--- config.mk ---
export PLATFORM = sky130hd
export DESIGN_NAME = ddr2_init_seq
export DESIGN_NICKNAME = d
export VERILOG_FILES = /design/src/rtl/ddr2_init_seq.sv
export SDC_FILE = /design/constraint.sdc
export NUM_CORES = 1
export LEC_CHECK = 0
export BUFFER_PORTS_ARGS = -buffer_cell sky130_fd_sc_hd__buf_2
export CAP_MARGIN = 10
export CORE_MARGIN = 3
export CORE_UTILIZATION = 49
export CTS_CLUSTER_DIAMETER = 30
export DETAILED_ROUTE_END_ITERATION = 8
export GPL_TIMING_DRIVEN = 0
export HOLD_SLACK_MARGIN = 0.06
export PLACE_DENSITY = 0.76
export SLEW_MARGIN = 20
export SYNTH_ARGS = -nofsm -noshare
export SYNTH_HDL_FRONTEND = slang
export SYNTH_SLANG_ARGS = --single-unit
--- constraint.sdc ---
create_clock -name clk -period 3.74 [get_ports clk]
set_input_delay 0 -clock clk [delete_from_list [all_inputs] [get_ports clk]]
set_output_delay 0 -clock clk [all_outputs]
set_load 0.05 [all_outputs]
--- src/rtl/ddr2_init_seq.sv ---
module ddr2_init_seq #(
  parameter int CLK_MHZ  = 50,
  parameter int WAIT_US  = 200,
  parameter int STEP_CYC = 4,
  parameter int ADDR_W   = 32,
  parameter int RR_W     = 12
) (
  input  logic              clk,
  input  logic              rst_n,
  input  logic              start,
  input  logic [1:0]        col_code,
  input  logic [1:0]        row_code,
  input  logic              interleave,
  input  logic              half_width,
  input  logic [RR_W-1:0]   refresh_rate,
  output logic              cmd_valid,
  output logic [2:0]        cmd,
  output logic [1:0]        bank,
  output logic [ADDR_W-1:0] cmd_addr,
  output logic [4:0]        bank_shift,
  output logic              dll_reset,
  output logic              ocd_default,
  output logic              done,
  output logic [RR_W-1:0]   refresh_out
);
  localparam int WAIT_CYC = CLK_MHZ * WAIT_US;
  localparam int TMR_W    = $clog2(WAIT_CYC + STEP_CYC + 1);
  localparam logic [3:0] LAST = 4'd14;

  localparam logic [2:0] C_NONE = 3'd0, C_NOP = 3'd1, C_PALL = 3'd2, C_MRS = 3'd3,
                         C_EMRS = 3'd4, C_REF = 3'd5, C_NORM = 3'd6, C_WR = 3'd7;

  logic             busy;
  logic [3:0]       step;
  logic [TMR_W-1:0] tmr;
  logic [1:0]       col_q, row_q;
  logic             il_q, hw_q;
  logic [RR_W-1:0]  rr_q;

  assign cmd_valid  = busy && (tmr == '0);
  assign bank_shift = 5'(col_q) + 5'd9 + (il_q ? 5'd0 : 5'(row_q) + 5'd11) + (hw_q ? 5'd1 : 5'd2);
  assign cmd_addr   = ADDR_W'(bank) << bank_shift;

  always_comb begin
    cmd = C_NONE; bank = 2'd0; dll_reset = 1'b0; ocd_default = 1'b0;
    case (step)
      4'd0, 4'd1: cmd = C_NOP;
      4'd2, 4'd7: cmd = C_PALL;
      4'd3:  begin cmd = C_EMRS; bank = 2'd2; end
      4'd4:  begin cmd = C_EMRS; bank = 2'd3; end
      4'd5:  begin cmd = C_EMRS; bank = 2'd1; end
      4'd6:  begin cmd = C_MRS;  dll_reset = 1'b1; end
      4'd8, 4'd9: cmd = C_REF;
      4'd10: cmd = C_MRS;
      4'd11: begin cmd = C_EMRS; bank = 2'd1; ocd_default = 1'b1; end
      4'd12: begin cmd = C_EMRS; bank = 2'd1; end
      4'd13: cmd = C_NORM;
      4'd14: cmd = C_WR;
      default: ;
    endcase
  end

  always_ff @(posedge clk or negedge rst_n) begin
    if (!rst_n) begin
      busy <= 1'b0; done <= 1'b0; step <= '0; tmr <= '0;
      col_q <= '0; row_q <= '0; il_q <= 1'b0; hw_q <= 1'b0;
      rr_q <= '0; refresh_out <= '0;
    end else if (!busy && !done) begin
      if (start) begin
        busy  <= 1'b1; step <= '0; tmr <= '0;
        col_q <= col_code; row_q <= row_code;
        il_q  <= interleave; hw_q <= half_width; rr_q <= refresh_rate;
      end
    end else if (busy) begin
      if (cmd_valid) begin
        step <= step + 4'd1;
        tmr  <= (step == 4'd0) ? TMR_W'(WAIT_CYC - 1) : TMR_W'(STEP_CYC - 1);
        if (step == LAST) begin
          busy <= 1'b0; done <= 1'b1; refresh_out <= rr_q;
        end
      end else begin
        tmr <= tmr - 1'b1;
      end
    end
  end
endmodule


# After elaboration in Yosys (flattened, before gate mapping)

Cells that the tools add are included.

Register bits: 50
Bits of input ports: 21
Output and inout port bits: 58
Logic and storage cells: 71

$add $sub $neg: 6
Eq/ne operators: 15
Shifts and indexed selects: 1
Muxes and demuxes: 20
Bitwise gates (word level): 1
Reductions and logical operators: 18

Operators by type and width:

| kind                                                 | count |
|---|---|
| 2-to-1 mux 14 bit                                    | 5 |
| left shift 2 x 5 -> 32 bit                           | 1 |
| equality test 4 bit (second input constant)          | 7 |
| one-hot mux 3 bit (7 select lines)                   | 1 |
| equality test 4 x 3 -> 1 bit (second input constant) | 4 |
| 2-to-1 mux 4 bit                                     | 4 |
| zero test 14 bit                                     | 1 |
| subtractor 14 x 1 -> 14 bit (second input constant)  | 1 |
| adder 2 x 4 -> 5 bit (second input constant)         | 2 |
| equality test 4 x 2 -> 1 bit (second input constant) | 2 |
| OR reduction 2 bit                                   | 4 |
| 2-to-1 mux 1 bit                                     | 7 |
| one-hot mux 2 bit (3 select lines)                   | 1 |
| adder 5 x 2 -> 5 bit                                 | 1 |
| adder 5 bit                                          | 1 |
| 2-to-1 mux 5 bit                                     | 1 |
| OR reduction 5 bit                                   | 1 |
| adder 4 x 1 -> 4 bit (second input constant)         | 1 |
| equality test 4 x 1 -> 1 bit (second input constant) | 1 |
| zero test 4 bit                                      | 1 |
| AND reduction 2 bit                                  | 2 |
| AND reduction 4 bit                                  | 1 |
| nonzero test 2 bit                                   | 2 |
| AND reduction 3 bit                                  | 1 |
| 6 further kinds                                      | 8 |

# Depth between registers and ports, before layout

Depth after elaboration: 5
Gate-level depth with buffers: 12

# Worst setup path after synthesis

Ideal clock, no wire load.

Kind: register -> output
Start: register row_q[0]
End: output port cmd_addr[27]
Arrival time: 4071 ps
Required time: 3740 ps
Setup slack: -331 ps
Stages on the path, launching flop included: 12
Buffers on the path: 2
Path through: dfrtp_1 inv_1 ha_1 nor2_1 fa_1 inv_1 fa_1 nand2b_1 and3b_1 buf_2 buf_2 nor4b_1

Longest elaborated chain between the ends: 5

RTL lines:

| item                       | line | source |
|---|---|---|
| start, declared            | 36   | `logic [1:0] col_q, row_q;` |
| start signal, assigned     | 71   | `col_q <= col_code; row_q <= row_code;` |
| adder 2 x 4 -> 5 bit       | 41   | `assign bank_shift = 5'(col_q) + 5'd9 + (il_q ? 5'd0 : 5'(row_q) + 5'd11) + (hw_q ? 5'd1 : 5'd2);` |
| 2-to-1 mux 5 bit           | 41   |  |
| adder 5 bit                | 41   |  |
| adder 5 x 2 -> 5 bit       | 41   |  |
| left shift 2 x 5 -> 32 bit | 42   | `assign cmd_addr = ADDR_W'(bank) << bank_shift;` |
| end, declared              | 19   | `output logic [ADDR_W-1:0] cmd_addr,` |

Every way passes these cells.

# Final worst setup path

Start: register row_q[0]
End: output port cmd_addr[26]

The elaborated chain is that of the path after synthesis.

==> impl_metrics.env <==
export IMPL_finalHoldViolCount=0
export IMPL_drt_iter0_drc=164
export IMPL_yosysTopAreaCell="dfrtp_1"
export IMPL_dieArea_um2=7520
export IMPL_synth_compound_area_frac=0.173
export IMPL_cp_arrival_ns=3.57
export IMPL_grt_pass1_vias=2720
export IMPL_routed_wl_um=7610
export IMPL_relSlewSlack=0.515
export IMPL_dieWidth_um=86.7
export IMPL_async_flop_share=1.00
export IMPL_viasPerCell=5.68
export IMPL_tightest_slew_ns=0.727
export IMPL_run_status="complete, no violations"
export IMPL_final_nets=456
export IMPL_final_common_cell="buf_2"
export IMPL_peakVddDrop_mv=0.523
export IMPL_crit_path_start_kind="flop"
export IMPL_numClockSinks=50
export IMPL_synth_top_family_by_area="simple AND/OR/NAND/NOR gates"
export IMPL_netSwitchingPower_mw=1.24
export IMPL_clkLatencyLatePin_ns=0.31
export IMPL_crit_fanout=9
export IMPL_drc=0
export IMPL_dp_slack_ns=0.504
export IMPL_critPathRequiredTime_ns=3.74
export IMPL_fp_dieH_um=86.7
export IMPL_fin_ws_ns=0.167
export IMPL_port_buffers=74
export IMPL_synthAdderAreaFrac=0.0557
export IMPL_first_pass_iters=4
export IMPL_grt_pass1_wl_um=12900
export IMPL_hold_slack_ns=0.231
export IMPL_layout_drive_gt1_share=0.343
export IMPL_synthTopCellsByArea="dfrtp_1 (39%), mux2_2 (7.4%), ha_1 (4.3%)"
export IMPL_start_util=0.524
export IMPL_worstSetupPathType="reg -> out"
export IMPL_cpMostUsedCell="inv_1"
export IMPL_synth_top_cell_area_share=0.392
export IMPL_cellLeakagePower_nw=1.94
export IMPL_slowest_stage="fa_1"
export IMPL_period_needed_ns=3.57
export IMPL_antenna_found_initial=0
export IMPL_gp_congestion=0.906
export IMPL_wl_per_cell_um=15.3
export IMPL_grt_total_usage=0.214
export IMPL_postCtsSetupRepairBufs=0
export IMPL_grt_max_degree=51
export IMPL_yosys_cell_types_count=64
export IMPL_internal_power_mw=1.26
export IMPL_clock_skew_ns=0.0102
export IMPL_vias=2829
export IMPL_area_growth_pct=25.7
export IMPL_switching_share=0.497
export IMPL_syn_avg_cell_area_um2=10.0
export IMPL_crit_buf_inv=5
export IMPL_layout_cells_non_filler=498
export IMPL_maxCapViolCount=0
export IMPL_regToRegSetupSlack_ns=1.62
export IMPL_cts_root_buffer="clkbuf_8"
export IMPL_synthesis_area_um2=3190
export IMPL_synthCells=318
export IMPL_fmax_mhz=280
export IMPL_synth_warnings=0
export IMPL_rows=28
export IMPL_power_density_nw_per_um2=623
export IMPL_register_area_um2=1250
export IMPL_p_comb_frac=0.532
export IMPL_p_seq_frac=0.316
export IMPL_multi_input_comb_area_um2=1770
export IMPL_nFillCells=495
export IMPL_setup_viol=0
export IMPL_post_synth_and_or_nand_nor_area_fraction=0.185
export IMPL_min_period_over_period=0.955
export IMPL_synth_edff_count=0
export IMPL_rsz0062_at_grt="false"
export IMPL_grt_overflow_total=0
export IMPL_yosysSeqAreaShare=0.392
export IMPL_antenna_cells=0
export IMPL_h_tree_depth=2
export IMPL_ios=79
export IMPL_final_max_slew_viol_count=0
export IMPL_cts_made_buffers=5
export IMPL_post_place_cells=470
export IMPL_max_stage_delay_ns=0.55
export IMPL_ant_nets=0
export IMPL_hpwl_um=5460
export IMPL_synth_main_ff_cell="dfrtp_1"
export IMPL_cts_tree="done"
export IMPL_final_cell_mix="buf_2 (78), dfrtp_1 (50), inv_1 (22)"
export IMPL_synth_xor_area_frac=0.0200
export IMPL_crit_chain="inv_1 > ha_1 > nor2_1 > fa_1 > inv_1 > fa_1 > clkbuf_1 > inv_1 > o211ai_2 > a2111oi_2 > buf_2"
export IMPL_synth_seq_cells=50
export IMPL_hp_class="in -> async"
export IMPL_clk_pin_slew_worst_paths_ns=0.10
export IMPL_cts_buffer_depth=2
export IMPL_cp_end_kind="output pin"
export IMPL_muxShareOfSynthArea=0.109
export IMPL_power_frac_clock=0.152
export IMPL_core_um2=6100
export IMPL_path_delay_family="adder cells"
export IMPL_power_total_mw=2.50
cells in the mapped netlist (2+ instances only):
cell type / number
and4_1: 2
clkbuf_1: 5
and3b_1: 2
nor4_1: 5
nor2_1: 20
nand4_1: 7
nor3_2: 2
fa_1: 2
dfrtp_1: 50
nor2b_1: 2
inv_1: 22
o21a_1: 3
and3_1: 2
nand2_1: 21
xor2_4: 2
buf_2: 6
a211oi_1: 7
o21ai_1: 4
a31oi_1: 7
o21ai_0: 11
mux2_2: 21
ha_1: 11
mux2_1: 9
a41oi_1: 3
a21oi_1: 12
o22ai_1: 2
o32ai_1: 2
nor2_2: 2
o2111ai_1: 2
buf_4: 6
nor3b_1: 2
or3_1: 2
nand3_1: 12
nand2_2: 2
nor3_1: 9
inv_4: 2
o211ai_1: 4
a21o_1: 3
nand2b_1: 2
a2111oi_2: 4
metrics by stage:
step                 util  area [um^2]  setup TNS, ns
floorplan               -         3230         -0.807
global placement    0.606         3690              0
detailed placement  0.606         3690              0
CTS                 0.657         4010              0
global route        0.658         4010              0
finish              0.658         4010              0
state kept, by name, indices dropped and copies added, names as in the netlist:
name and cells:
refresh_out 12, col_q 2, busy 1, il_q 1
done 1, step 4, rr_q 12, hw_q 1
tmr 14, row_q 2
routing by layer:
metal	track usage	up-vias	part of all wire
met5	0	-	0
met4	0.0567	0	0.013
met1	0.287	1370	0.44
met2	0.348	90	0.47
li1	-	1361	-
met3	0.0494	8	0.072
power groups by stage:
| stage | combinational, mW | sequential (mW) | clock [mW] |
|---|---|---|---|
| 6_report | 1.33 | 0.790 | 0.380 |
| 2_1_floorplan | 1.06 | 0.765 | 0 |
| 3_3_place_gp | 1.27 | 0.787 | 0 |
| 3_5_place_dp | 1.30 | 0.796 | 0 |
| 5_1_grt | 1.44 | 0.810 | 0.419 |
| 4_1_cts | 1.32 | 0.786 | 0.396 |
kinds of logic after synthesis:
| family | after synthesis |
|---|---|
| flops | 50 |
| other cells | 1 |
| fa+ha+maj | 13 |
| compound gates | 74 |
| simple gates | 103 |
| xor+xnor | 3 |
| buf+inv | 43 |
| mux | 31 |
final cells by class:
class | count | area share
Inverter | 25 | 0.0246
Clock buffer | 5 | 0.0172
Buffer | 18 | 0.0262
Clock inverter | 3 | 0.0112
Timing Repair Buffer | 94 | 0.143
Sequential cell | 50 | 0.312
Tap cell | 75 | 0.0234
Multi-Input combinational cell | 228 | 0.442
repair_timing:
action | 4_1_cts | 5_1_grt
gates resized for setup | 0 | 1
hold buffers | 20 | 0
endpoints found under the hold margin | 69 | 0
endpoints found under the setup margin | 0 | 1
worst paths after layout:
kind,from,endpoint,cells past startpoint
max,row_q[0],cmd_addr[26],11
max reg2reg,tmr[1],refresh_out[7],7
min,rst_n,tmr[8],2
min reg2reg,rr_q[1],refresh_out[1],1
max in group asynchronous,rst_n,refresh_out[11],2
min in group clk,refresh_rate[9],rr_q[9],3
(Power assumes the default switching activity.)
